[src/rtl/uart_rx_status_pkg.sv]
package uart_rx_status_pkg;
  localparam int DW = 8;
  localparam int BIT_RDY = 0;
  localparam int BIT_OVR = 1;
  localparam int BIT_FE  = 2;
  localparam int BIT_BRK = 3;

  typedef struct packed {
    logic rdy;
    logic ovr;
    logic fe;
    logic brk;
  } rx_flags_t;

  function automatic logic frame_is_break(input logic [DW-1:0] d, input logic stop_low);
    return stop_low && (d == '0);
  endfunction

  function automatic logic [DW-1:0] pack_status(input rx_flags_t f);
    logic [DW-1:0] s;
    s = '0;
    s[BIT_RDY] = f.rdy;
    s[BIT_OVR] = f.ovr;
    s[BIT_FE]  = f.fe;
    s[BIT_BRK] = f.brk;
    return s;
  endfunction

  function automatic logic irq_of(input rx_flags_t f, input logic en_d, input logic en_e);
    return (f.rdy && en_d) || (en_e && (f.ovr || f.fe || f.brk));
  endfunction
endpackage

[src/rtl/rxs_clear_seq.sv]
module rxs_clear_seq (
  input  logic clk,
  input  logic rst_n,
  input  logic stat_read,
  input  logic data_read,
  output logic flag_clr
);
  logic armed_q;

  assign flag_clr = data_read && armed_q;

  always_ff @(posedge clk or negedge rst_n) begin
    if (!rst_n)         armed_q <= 1'b0;
    else if (stat_read) armed_q <= 1'b1;
    else if (data_read) armed_q <= 1'b0;
  end

  // a clear is issued only by a data read that follows a status read
  a_r9_clear_after_status: assert property (@(posedge clk) disable iff (!rst_n)
    flag_clr |-> armed_q && !stat_read);
endmodule

[src/rtl/rxs_hold.sv]
module rxs_hold
  import uart_rx_status_pkg::*;
(
  input  logic          clk,
  input  logic          rst_n,
  input  logic          arrive,
  input  logic [DW-1:0] arr_data,
  input  logic          arr_stop_low,
  input  logic          data_read,
  input  logic          flag_clr,
  output logic [DW-1:0] data_q,
  output rx_flags_t     flags_q,
  output logic          accept_evt,
  output logic          ovr_evt,
  output logic          present_evt
);
  logic          pend_q, pend_fe_q, pend_brk_q;
  logic [DW-1:0] pend_data_q;
  logic          arr_brk, free_now;
  logic          base_ovr, base_fe, base_brk;

  assign arr_brk     = frame_is_break(arr_data, arr_stop_low);
  assign free_now    = data_read && !pend_q;
  assign accept_evt  = arrive && (!flags_q.rdy || free_now);
  assign ovr_evt     = arrive && !accept_evt;
  assign present_evt = data_read && pend_q;

  assign base_ovr = flag_clr ? 1'b0 : flags_q.ovr;
  assign base_fe  = flag_clr ? 1'b0 : flags_q.fe;
  assign base_brk = flag_clr ? 1'b0 : flags_q.brk;

  always_ff @(posedge clk or negedge rst_n) begin
    if (!rst_n) begin
      data_q  <= '0;
      flags_q <= '0;
    end else if (present_evt) begin
      data_q      <= pend_data_q;
      flags_q.rdy <= 1'b1;
      flags_q.ovr <= 1'b1;
      flags_q.fe  <= base_fe  || pend_fe_q;
      flags_q.brk <= base_brk || pend_brk_q;
    end else if (accept_evt) begin
      data_q      <= arr_data;
      flags_q.rdy <= 1'b1;
      flags_q.ovr <= base_ovr;
      flags_q.fe  <= base_fe  || arr_stop_low;
      flags_q.brk <= base_brk || arr_brk;
    end else begin
      flags_q.rdy <= data_read ? 1'b0 : flags_q.rdy;
      flags_q.ovr <= base_ovr;
      flags_q.fe  <= base_fe;
      flags_q.brk <= base_brk;
    end
  end

  always_ff @(posedge clk or negedge rst_n) begin
    if (!rst_n) begin
      pend_q      <= 1'b0;
      pend_data_q <= '0;
      pend_fe_q   <= 1'b0;
      pend_brk_q  <= 1'b0;
    end else if (present_evt) begin
      pend_q      <= ovr_evt;
      pend_data_q <= ovr_evt ? arr_data : '0;
      pend_fe_q   <= ovr_evt && arr_stop_low;
      pend_brk_q  <= ovr_evt && arr_brk;
    end else if (ovr_evt) begin
      pend_q      <= 1'b1;
      pend_data_q <= arr_data;
      pend_fe_q   <= pend_fe_q || arr_stop_low;
      pend_brk_q  <= pend_brk_q || arr_brk;
    end
  end

  // a frame into an empty register makes data ready
  a_r2_accept_sets_ready: assert property (@(posedge clk) disable iff (!rst_n)
    (arrive && !flags_q.rdy) |=> flags_q.rdy);
  // an unqueued data read with no arrival frees the register
  a_r3_read_clears_ready: assert property (@(posedge clk) disable iff (!rst_n)
    (data_read && !pend_q && !arrive) |=> !flags_q.rdy);
  // the valid byte is never overwritten by an overrunning frame
  a_r7_keep_valid_byte: assert property (@(posedge clk) disable iff (!rst_n)
    (arrive && flags_q.rdy && !data_read) |=> $stable(data_q));
  // the hidden frame is presented as ready with overrun
  a_r8_present_overrun: assert property (@(posedge clk) disable iff (!rst_n)
    present_evt |=> (flags_q.rdy && flags_q.ovr));
  // a clear with nothing new arriving leaves the error bits low
  a_r9_clear_drops_errors: assert property (@(posedge clk) disable iff (!rst_n)
    (flag_clr && !pend_q && !arrive) |=> !(flags_q.ovr || flags_q.fe || flags_q.brk));
endmodule

[src/rtl/rxs_irq.sv]
module rxs_irq
  import uart_rx_status_pkg::*;
(
  input  rx_flags_t flags,
  input  logic      en_data,
  input  logic      en_err,
  output logic      irq
);
  assign irq = irq_of(flags, en_data, en_err);

  // with every source quiet the interrupt is low
  always_comb begin
    a_r4_quiet_no_irq: assert (!( !flags.rdy && !flags.ovr && !flags.fe && !flags.brk && irq));
  end
endmodule

[src/rtl/uart_rx_status.sv]
module uart_rx_status
  import uart_rx_status_pkg::*;
(
  input  logic          clk,
  input  logic          rst_n,
  input  logic          frm_valid,
  input  logic [DW-1:0] frm_data,
  input  logic          frm_stop_low,
  input  logic          ie_data,
  input  logic          ie_err,
  input  logic          rd_en,
  input  logic          rd_sel,
  output logic [DW-1:0] rd_data,
  output logic          rx_irq
);
  logic          stat_read, data_read, flag_clr;
  logic [DW-1:0] data_q;
  rx_flags_t     flags_q;
  logic          accept_evt, ovr_evt, present_evt;

  assign stat_read = rd_en && !rd_sel;
  assign data_read = rd_en &&  rd_sel;

  rxs_clear_seq u_clr (
    .clk(clk), .rst_n(rst_n), .stat_read(stat_read),
    .data_read(data_read), .flag_clr(flag_clr)
  );

  rxs_hold u_hold (
    .clk(clk), .rst_n(rst_n), .arrive(frm_valid), .arr_data(frm_data),
    .arr_stop_low(frm_stop_low), .data_read(data_read), .flag_clr(flag_clr),
    .data_q(data_q), .flags_q(flags_q), .accept_evt(accept_evt),
    .ovr_evt(ovr_evt), .present_evt(present_evt)
  );

  rxs_irq u_irq (
    .flags(flags_q), .en_data(ie_data), .en_err(ie_err), .irq(rx_irq)
  );

  assign rd_data = rd_sel ? data_q : pack_status(flags_q);

  // a frame with a simultaneous unqueued data read is taken, not overrun
  a_r10_read_frees_slot: assert property (@(posedge clk) disable iff (!rst_n)
    (frm_valid && data_read && !present_evt) |-> (accept_evt && !ovr_evt));
  // overrun is not made visible by the overrunning frame itself
  a_r7_overrun_hidden: assert property (@(posedge clk) disable iff (!rst_n)
    (ovr_evt && !present_evt && !flags_q.ovr && !flag_clr) |=> !flags_q.ovr);
endmodule

[config.mk]
export PLATFORM = sky130hd
export DESIGN_NAME = uart_rx_status
export DESIGN_NICKNAME = d
export VERILOG_FILES = /design/src/rtl/uart_rx_status_pkg.sv /design/src/rtl/rxs_clear_seq.sv /design/src/rtl/rxs_hold.sv /design/src/rtl/rxs_irq.sv /design/src/rtl/uart_rx_status.sv
export SDC_FILE = /design/constraint.sdc
export NUM_CORES = 1
export LEC_CHECK = 0
export ABC_CLOCK_PERIOD_IN_PS = 1500
export BUFFER_PORTS_ARGS = -buffer_cell sky130_fd_sc_hd__buf_2
export CAP_MARGIN = 20
export CORE_UTILIZATION = 45
export DETAILED_ROUTE_END_ITERATION = 8
export PLACE_DENSITY = 0.71
export REMOVE_ABC_BUFFERS = 1
export SLEW_MARGIN = 20
export SYNTH_ARGS = -nofsm -noshare
export SYNTH_HDL_FRONTEND = slang
export SYNTH_SLANG_ARGS = --single-unit
export TNS_END_PERCENT = 1
[constraint.sdc]
create_clock -name clk -period 1.5 [get_ports clk]
set_input_delay 0.075 -clock clk [delete_from_list [all_inputs] [get_ports clk]]
set_output_delay 0.075 -clock clk [all_outputs]
set_load 0.005 [all_outputs]
## After elaboration in Yosys (flattened, before gate mapping)

Index checks and enable logic that the tools add are counted.

| word-level totals | value |
|---|---|
| bits of input ports | 16 |
| logic and storage cells | 60 |
| output and inout bits | 9 |
| register bits | 24 |

| operators by class | value |
|---|---|
| reductions and logical operators | 31 |
| mux-type cells | 19 |

Operator list:

| kind | number |
|---|---|
| $mux W8 | 6 |
| $logic_and A1 B1 Y1 | 12 |
| $mux W1 | 11 |
| $logic_or A1 B1 Y1 | 10 |
| $logic_not A8 Y1 | 1 |
| $mux W4 | 2 |
| $reduce_bool A2 Y1 | 3 |
| $logic_not A1 Y1 | 4 |
| $reduce_bool A3 Y1 | 1 |

## Longest topological paths before layout

Gate-level depths: netlist of the first run.

| logic depth | value |
|---|---|
| depth after elaboration | 8 |
| depth in mapped cells | 5 |
| mapped depth without buffers | 3 |

## By module

Synthesis of the first run repeated with hierarchy kept, for this count alone.

| second synthesis, totals | value |
|---|---|
| cells, all modules | 122 |
| area, all modules | 1,302.5 um^2 |

Modules (own cells, without submodules):

| module | sequential area each (um^2) | cells an instance | area each (um^2) | instances |
|---|---|---|---|---|
| rxs_hold | 575.6 | 104 | 1,126.1 | 1 |
| uart_rx_status | 0.0 | 11 | 117.6 | 1 |
| rxs_clear_seq | 25.0 | 4 | 43.8 | 1 |
| rxs_irq | 0.0 | 3 | 15.0 | 1 |

## Worst setup path after synthesis of the first run

No wires, ideal clock.

| timing path | value |
|---|---|
| path type | register to register |
| start | reg u_hold.pend_q |
| end | reg u_hold.data_q[0] |
| path buffers | 1 |
| data required time | 1,375 ps |
| cell stages (with the launch flop) | 5 |
| path slack | 133 ps |
| period minus slack after synthesis | 1,367 ps |
| data arrival time | 1,242 ps |
| library setup time | 125 ps |
| cells stage by stage | dfrtp_1 > and3_4 > buf_6 > mux2_4 > mux2_4 |

| between the ends | value |
|---|---|
| cells in the longest elaborated chain, start to end | 5 |
| elaborated cells between the ends (all ways) | 7 |
| those cells by class | mux (1); reduce/logical (6) |

RTL lines:

| element | RTL line | source |
|---|---|---|
| from (decl) | rxs_hold.sv:17 | `logic pend_q, pend_fe_q, pend_brk_q;` |
| from (signal assigned) | rxs_hold.sv:63 | `pend_q <= ovr_evt;` |
| $logic_not A1 Y1 | rxs_hold.sv:23 | `assign free_now = data_read && !pend_q;` |
| $logic_and A1 B1 Y1 | rxs_hold.sv:23 |  |
| $logic_or A1 B1 Y1 | rxs_hold.sv:24 | `assign accept_evt = arrive && (!flags_q.rdy \|\| free_now);` |
| $logic_and A1 B1 Y1 | rxs_hold.sv:24 |  |
| $reduce_bool A2 Y1 (no line) | n/a |  |
| to (signal assigned) | rxs_hold.sv:37 | `data_q <= pend_data_q;` |
| to (signal assigned) | rxs_hold.sv:43 | `data_q <= arr_data;` |
| to (decl) | rxs_hold.sv:11 | `output logic [DW-1:0] data_q,` |

Parallel ways exist; a longest one is shown, timed or not.
A chain may end at the register's enable or synchronous reset.

## Worst setup path after layout of the first run

| timing path | value |
|---|---|
| start | reg u_hold.pend_q |
| end | reg u_hold.data_q[7] |

Same word-level chain as after synthesis.

==> flow_summary_export.csv, run 1 <==
group,metric,value,unit
status,outcome,"completed",
drt,first_iter_violations,15,
cells_and_area,finish.utilization,0.587,
sta,fin_crit_sh,0.942,
cells_and_area,fillers,218,
cells_and_area,fin_cells,170,
sta,setup_tns,0,ns
cts,ctsRootBufferMaster,"clkbuf_4",
sta,worst_slew_pin_slew,0.537,ns
worst_setup_path,critPathKind,"register to register",
sta,whs,0.00951,ns
sta,finalHoldViolCount,0,
logic_synthesis,ys_types,23,
global_routing,first_global_vias,873,
cells_and_area,final_layout_size_suffix_gt1_frac,0.400,
logic_synthesis,seq_area_frac_synth,0.480,
floorplanning,fp.dieW,54.7,µm
logic_synthesis,synth_area,1250,µm²
sta,skew,0.000606,ns
placed_design,dp.cells,161,
worst_setup_path,path_buf_inv,0,
worst_setup_path,critPathSlowestCell,"dfrtp_1",
drt,dr_total_vias,894,
placed_design,place_congestion,0.775,
flow_run,max_cap_viol_count,0,
cts,cts_buffers,3,
cts,htree_levels,1,
pwr,p_leak,0.784,nW
cells_and_area,antenna_cells,0,
logic_synthesis,yosysWarnings,0,
sta,rsz0062_at_grt,"false",
worst_setup_path,path_cells,"and3_4, mux2_2, mux2_4",
cts,clk_pin_slew,0.13,ns
worst_setup_path,arrival,1.62,ns
global_routing,grt_pass1_wl,4.00,mm
worst_setup_path,max_stage_delay,0.38,ns
cells_and_area,nets,157,
cts,cts.sinks,24,
logic_synthesis,syn_inst,107,
sta,timing.final.max_slew_violations,0,
cts,cts_max_path_buffers,2,
worst_setup_path,cp-end-kind,"register",
logic_synthesis,ys_top_cells_by_area,"dfrtp_1 (48%), mux2_4 (18%), mux2i_1 (6.4%)",
floorplanning,boundaryPins,25,
drt,wire_per_inst,15.0,µm
logic_synthesis,avgSynthCellArea,11.7,µm²
worst_setup_path,crit_path_max_fanout,12,
sta,max-slew-margin-rel,0.642,
drt,dr.pass1.iters,4,
sta,timing.fmax,0.707,GHz
sta,finalSetupViolCount,0,
logic_synthesis,synth_top_area_frac,0.480,
cells_and_area,multi_input_comb_area,578,µm²
pwr,power_density,1080,nW/µm²
placed_design,io_buffer_count,24,
cells_and_area,syn_to_final_growth,19.4,%
global_routing,grt_max_degree,25,
logic_synthesis,synth_seq_cells,24,
worst_setup_path,cp_top_family,"multiplexers",
floorplanning,core_region_area,2540,µm²
hold_path,hold_path_class,"input port to register",
sta,period_needed,1.41,ns
global_routing,grt_util_all_layers,0.196,
drt,drc_errors,0,
pwr,ir_worst_vdd,0.728,mV
floorplanning,rows,18,
worst_setup_path,worstPathRequired,1.71,ns
cells_and_area,stdcell_area,1490,µm²
worst_setup_path,worstSetupStartpointType,"register",
placed_design,placed_area,1410,µm²
logic_synthesis,yosys.area.top_type,"dfrtp_1",
cts,cts_tree,"built",
drt,drt_wl_total,2.55,mm
floorplanning,dieArea,3000,µm²
global_routing,antenna_found_initial,0,
cts,insertion_delay,0.30,ns
drt,drtAntennaViolNets,0,
drt,vias_per_cell,5.26,
cells_and_area,seqCellArea,601,µm²
global_routing,gr-total-overflow,0,
floorplanning,dieHeight,54.7,µm
floorplanning,initial_core_util,0.492,
[routing by layer]
layer	track usage	vias up	part of all wire
li1	-	431	-
met4	0.0897	0	0.0059
met2	0.285	14	0.50
met5	0	-	0
met3	0.0444	2	0.035
met1	0.274	447	0.46
[final cells by class]
type | instances | area share
Tap cell | 30 | 0.0251
Clock buffer | 4 | 0.0243
Timing Repair Buffer | 34 | 0.139
Sequential cell | 24 | 0.402
Inverter | 9 | 0.0226
Multi-Input combinational cell | 69 | 0.387
[power breakdown]
part	internal, mW	switching [mW]	leakage, nW
Sequential	0.764	0.0731	0.285
Combinational	0.260	0.177	0.478
Clock	0.148	0.186	0.0210
Total	1.17	0.436	0.784
[sequential cells by signal, indices dropped and copies added, names as in the netlist]
register            cells
u_hold.data_q           8
u_hold.pend_data_q      8
u_hold.flags_q          4
u_clr.armed_q           1
u_hold.pend_brk_q       1
u_hold.pend_fe_q        1
u_hold.pend_q           1
[worst register-to-register path, cell delays in order, from the launching register on]
cell and delay (ns):
dfrtp_1 0.38, and3_4 0.32, mux2_2 0.37, mux2_4 0.26
[repair_timing]
action / 4_1_cts / 5_1_grt
endpoints found under the hold margin: 27 / 1
setup buffers: 0 / 0
gates resized for setup: 1 / 0
hold buffers: 4 / 1
endpoints found under the setup margin: 8 / 0
[cell usage after synthesis, drive strengths merged]
| cell type | count |
|---|---|
| a21bo | 1 |
| o21a | 1 |
| o21ai | 4 |
| nand3 | 3 |
| mux2 | 20 |
| o211ai | 1 |
| and2 | 4 |
| nor4 | 1 |
| dfrtp | 24 |
| and3 | 1 |
| mux2i | 8 |
| nand2 | 18 |
| nand4 | 1 |
| buf | 5 |
| a21o | 1 |
| nor2 | 1 |
| a22oi | 2 |
| nor3 | 1 |
| o31ai | 1 |
| inv | 9 |
[logic make-up (layout without fill, tap and decap cells)]
| logic type | after synthesis | in the layout | share of synthesized area |
|---|---|---|---|
| buf+inv | 14 | 47 | 0.0590 |
| mux | 28 | 28 | 0.289 |
| flops | 24 | 24 | 0.480 |
| compound gates | 11 | 11 | 0.0600 |
| simple gates | 30 | 30 | 0.112 |
[worst paths after layout]
path | from | to | slack (ns) | depth (start not counted)
worst max-delay path | u_hold.pend_q | u_hold.data_q[7] | 0.09 | 3
worst min-delay path | frm_data[2] | u_hold.pend_data_q[2] | 0.01 | 3
worst min register to register | u_hold.pend_brk_q | u_hold.pend_brk_q | 0.51 | 2
worst max register to register | u_hold.pend_q | u_hold.data_q[7] | 0.09 | 3
min in group asynchronous | rst_n | u_hold.pend_data_q[5] | 0.27 | 2
max in group asynchronous | rst_n | u_hold.pend_data_q[3] | 0.88 | 2
[cells in the final DEF (no fill, tap or decap)]
master          n
buf_2          24
dfrtp_1        24
nand2_1        18
mux2_4         15
inv_1           9
mux2i_1         8
mux2_2          5
dlygate4sd3_1   5
buf_4           5
o21ai_0         4
and2_1          4
nand3_1         3
clkbuf_4        3
a22oi_1         2
a21bo_2         1
and3_4          1
nor4_1          1
nor3_1          1
nand4_1         1
o31ai_1         1
o211ai_1        1
a21o_2          1
o21a_1          1
nor2_1          1
clkbuf_8        1
[metrics by stage]
step | setup slack (ns) | power [mW]
after detailed placement | -0.0149 | 1.28
final | 0.0865 | 1.61
after CTS | 0.0849 | 1.63
after global routing | 0.0135 | 1.70
after floorplan | 0.0478 | 1.11
after global placement | 0.0220 | 1.26
(Power assumes the default switching activity.)
==> inputs of run 2 (changes only) <==
--- a/config.mk
+++ b/config.mk
@@ -8,6 +8,7 @@
 export ABC_CLOCK_PERIOD_IN_PS = 1500
 export BUFFER_PORTS_ARGS = -buffer_cell sky130_fd_sc_hd__buf_2
 export CAP_MARGIN = 20
+export CORE_MARGIN = 1.5
 export CORE_UTILIZATION = 45
 export DETAILED_ROUTE_END_ITERATION = 8
 export PLACE_DENSITY = 0.71
==> flow_summary_export.csv, run 2 (synthesis results as in run 1) <==
group,metric,value,unit
worst_setup_path,worstPathRequired,1.71,ns
cells_and_area,syn_to_final_growth,20.2,%
drt,dr.pass1.iters,4,
cts,cts_max_path_buffers,2,
worst_setup_path,crit_path_max_fanout,12,
drt,first_iter_violations,14,
pwr,power_density,1070,nW/µm²
sta,finalSetupViolCount,0,
floorplanning,boundaryPins,25,
worst_setup_path,worstSetupStartpointType,"register",
worst_setup_path,r2r_start,"u_hold.pend_q",
cells_and_area,largestRegisters,"u_hold.data_q x8, u_hold.pend_data_q x8, u_hold.flags_q x4",
floorplanning,dieHeight,55.7,µm
global_routing,grt_pass1_wl,4.13,mm
global_routing,grt_max_degree,25,
worst_setup_path,cp_top_family,"flip-flops",
floorplanning,dieArea,3110,µm²
cells_and_area,final_layout_size_suffix_gt1_frac,0.397,
drt,wire_per_inst,14.4,µm
sta,rsz0062_at_grt,"false",
worst_setup_path,cp-end-kind,"register",
placed_design,dp_slack,-0.0172,ns
placed_design,dp.cells,161,
cts,insertion_delay,0.31,ns
sta,skew,0.00145,ns
cts,clk_pin_slew,0.12,ns
sta,max-slew-margin-rel,0.653,
sta,timing.fmax,0.710,GHz
hold_path,holdCritStartpoint,"frm_data[1]",
hold_path,hold_path_class,"input port to register",
worst_setup_path,arrival,1.62,ns
worst_setup_path,critPathKind,"register to register",
cts,cts_tree,"built",
cells_and_area,finish.utilization,0.591,
placed_design,hpwlAfterDp,1.86,mm
global_routing,first_global_vias,922,
worst_setup_path,rrSetupSlack,0.09,ns
floorplanning,rows,18,
cts,cts.sinks,24,
cells_and_area,antenna_cells,0,
cells_and_area,fillers,219,
placed_design,io_buffer_count,24,
sta,timing.final.max_slew_violations,0,
flow_run,max_cap_viol_count,0,
worst_setup_path,startpoint,"u_hold.pend_q",
worst_setup_path,path_cells,"and3_4, a21o_2, mux2_4",
floorplanning,fp.dieW,55.7,µm
sta,fin_crit_sh,0.940,
sta,finalHoldViolCount,0,
sta,worst_slew_pin_slew,0.521,ns
status,outcome,"completed",
drt,drtAntennaViolNets,0,
drt,dr_total_vias,892,
global_routing,antenna_found_initial,0,
sta,worst_slack,0.0906,ns
global_routing,gr-total-overflow,0,
cts,ctsRootBufferMaster,"clkbuf_4",
cells_and_area,mostFrequentLayoutCells,"buf_2 (24), dfrtp_1 (24), nand2_1 (18), mux2_4 (15), inv_1 (9)",
drt,vias_per_cell,5.22,
cts,cts_buffers,3,
pwr,ir_worst_vdd,0.638,mV
cells_and_area,nets,158,
pwr,p_leak,0.788,nW
worst_setup_path,max_stage_delay,0.37,ns
sta,setup_tns,0,ns
floorplanning,initial_core_util,0.492,
drt,drc_errors,0,
worst_setup_path,path_buf_inv,0,
cts,htree_levels,1,
cells_and_area,fin_cells,171,
placed_design,place_congestion,0.858,
worst_setup_path,critPathSlowestCell,"dfrtp_1",
sta,period_needed,1.41,ns
drt,drt_wl_total,2.47,mm
pwr,power,1.61,mW
floorplanning,core_region_area,2540,µm²
global_routing,grt_util_all_layers,0.169,
[run 2: tightest hold or removal path, cell delays in order]
cell	delay, ns
buf_2	0.11
inv_1	0.05
mux2i_1	0.05
[run 2: path summary, 6_finish.rpt]
check | cells past startpoint | to
worst min register to register | 1 | u_clr.armed_q
worst max-delay path | 3 | u_hold.data_q[1]
max in group asynchronous | 2 | u_hold.pend_data_q[7]
worst min-delay path | 3 | u_hold.pend_data_q[1]
min in group asynchronous | 2 | u_hold.pend_fe_q
worst max register to register | 3 | u_hold.data_q[1]
[run 2: cell type report]
class	instances	area, µm²	share of cell area
flip-flops and latches	24	601	0.399
well taps	30	37.5	0.0250
inverters	9	33.8	0.0225
multi-input cells	69	578	0.384
clock buffers	4	36.3	0.0241
repair buffers	35	218	0.145
[run 2: power by group]
part	switching [mW]	total [mW]	internal [mW]	leakage (nW)
logic	0.175	0.436	0.261	0.482
registers	0.0744	0.839	0.764	0.285
clock network	0.183	0.331	0.148	0.0210
[run 2: per-layer routing]
metal / share of wire / wire length [µm] / track usage
met1: 0.47 / 1160 / 0.226
met2: 0.48 / 1190 / 0.281
met3: 0.031 / 76 / 0.0233
met4: 0.016 / 40 / 0.0627
met5: 0 / 0 / 0
[run 2: what timing repair did]
action / 4_1_cts / 5_1_grt
endpoints found under the hold margin: 28 / 1
hold buffers: 5 / 1
setup endpoints to repair: 8 / 0
buffers inserted: 0 / 0
resized for setup: 1 / 0
[run 2: per-stage QoR]
step	area (µm²)	hold WS [ns]
global placement	1410	0.0750
floorplan	1210	-0.221
global route	1500	0.00266
finish	1500	0.00645
CTS	1490	0.000144
detailed placement	1410	0.0829
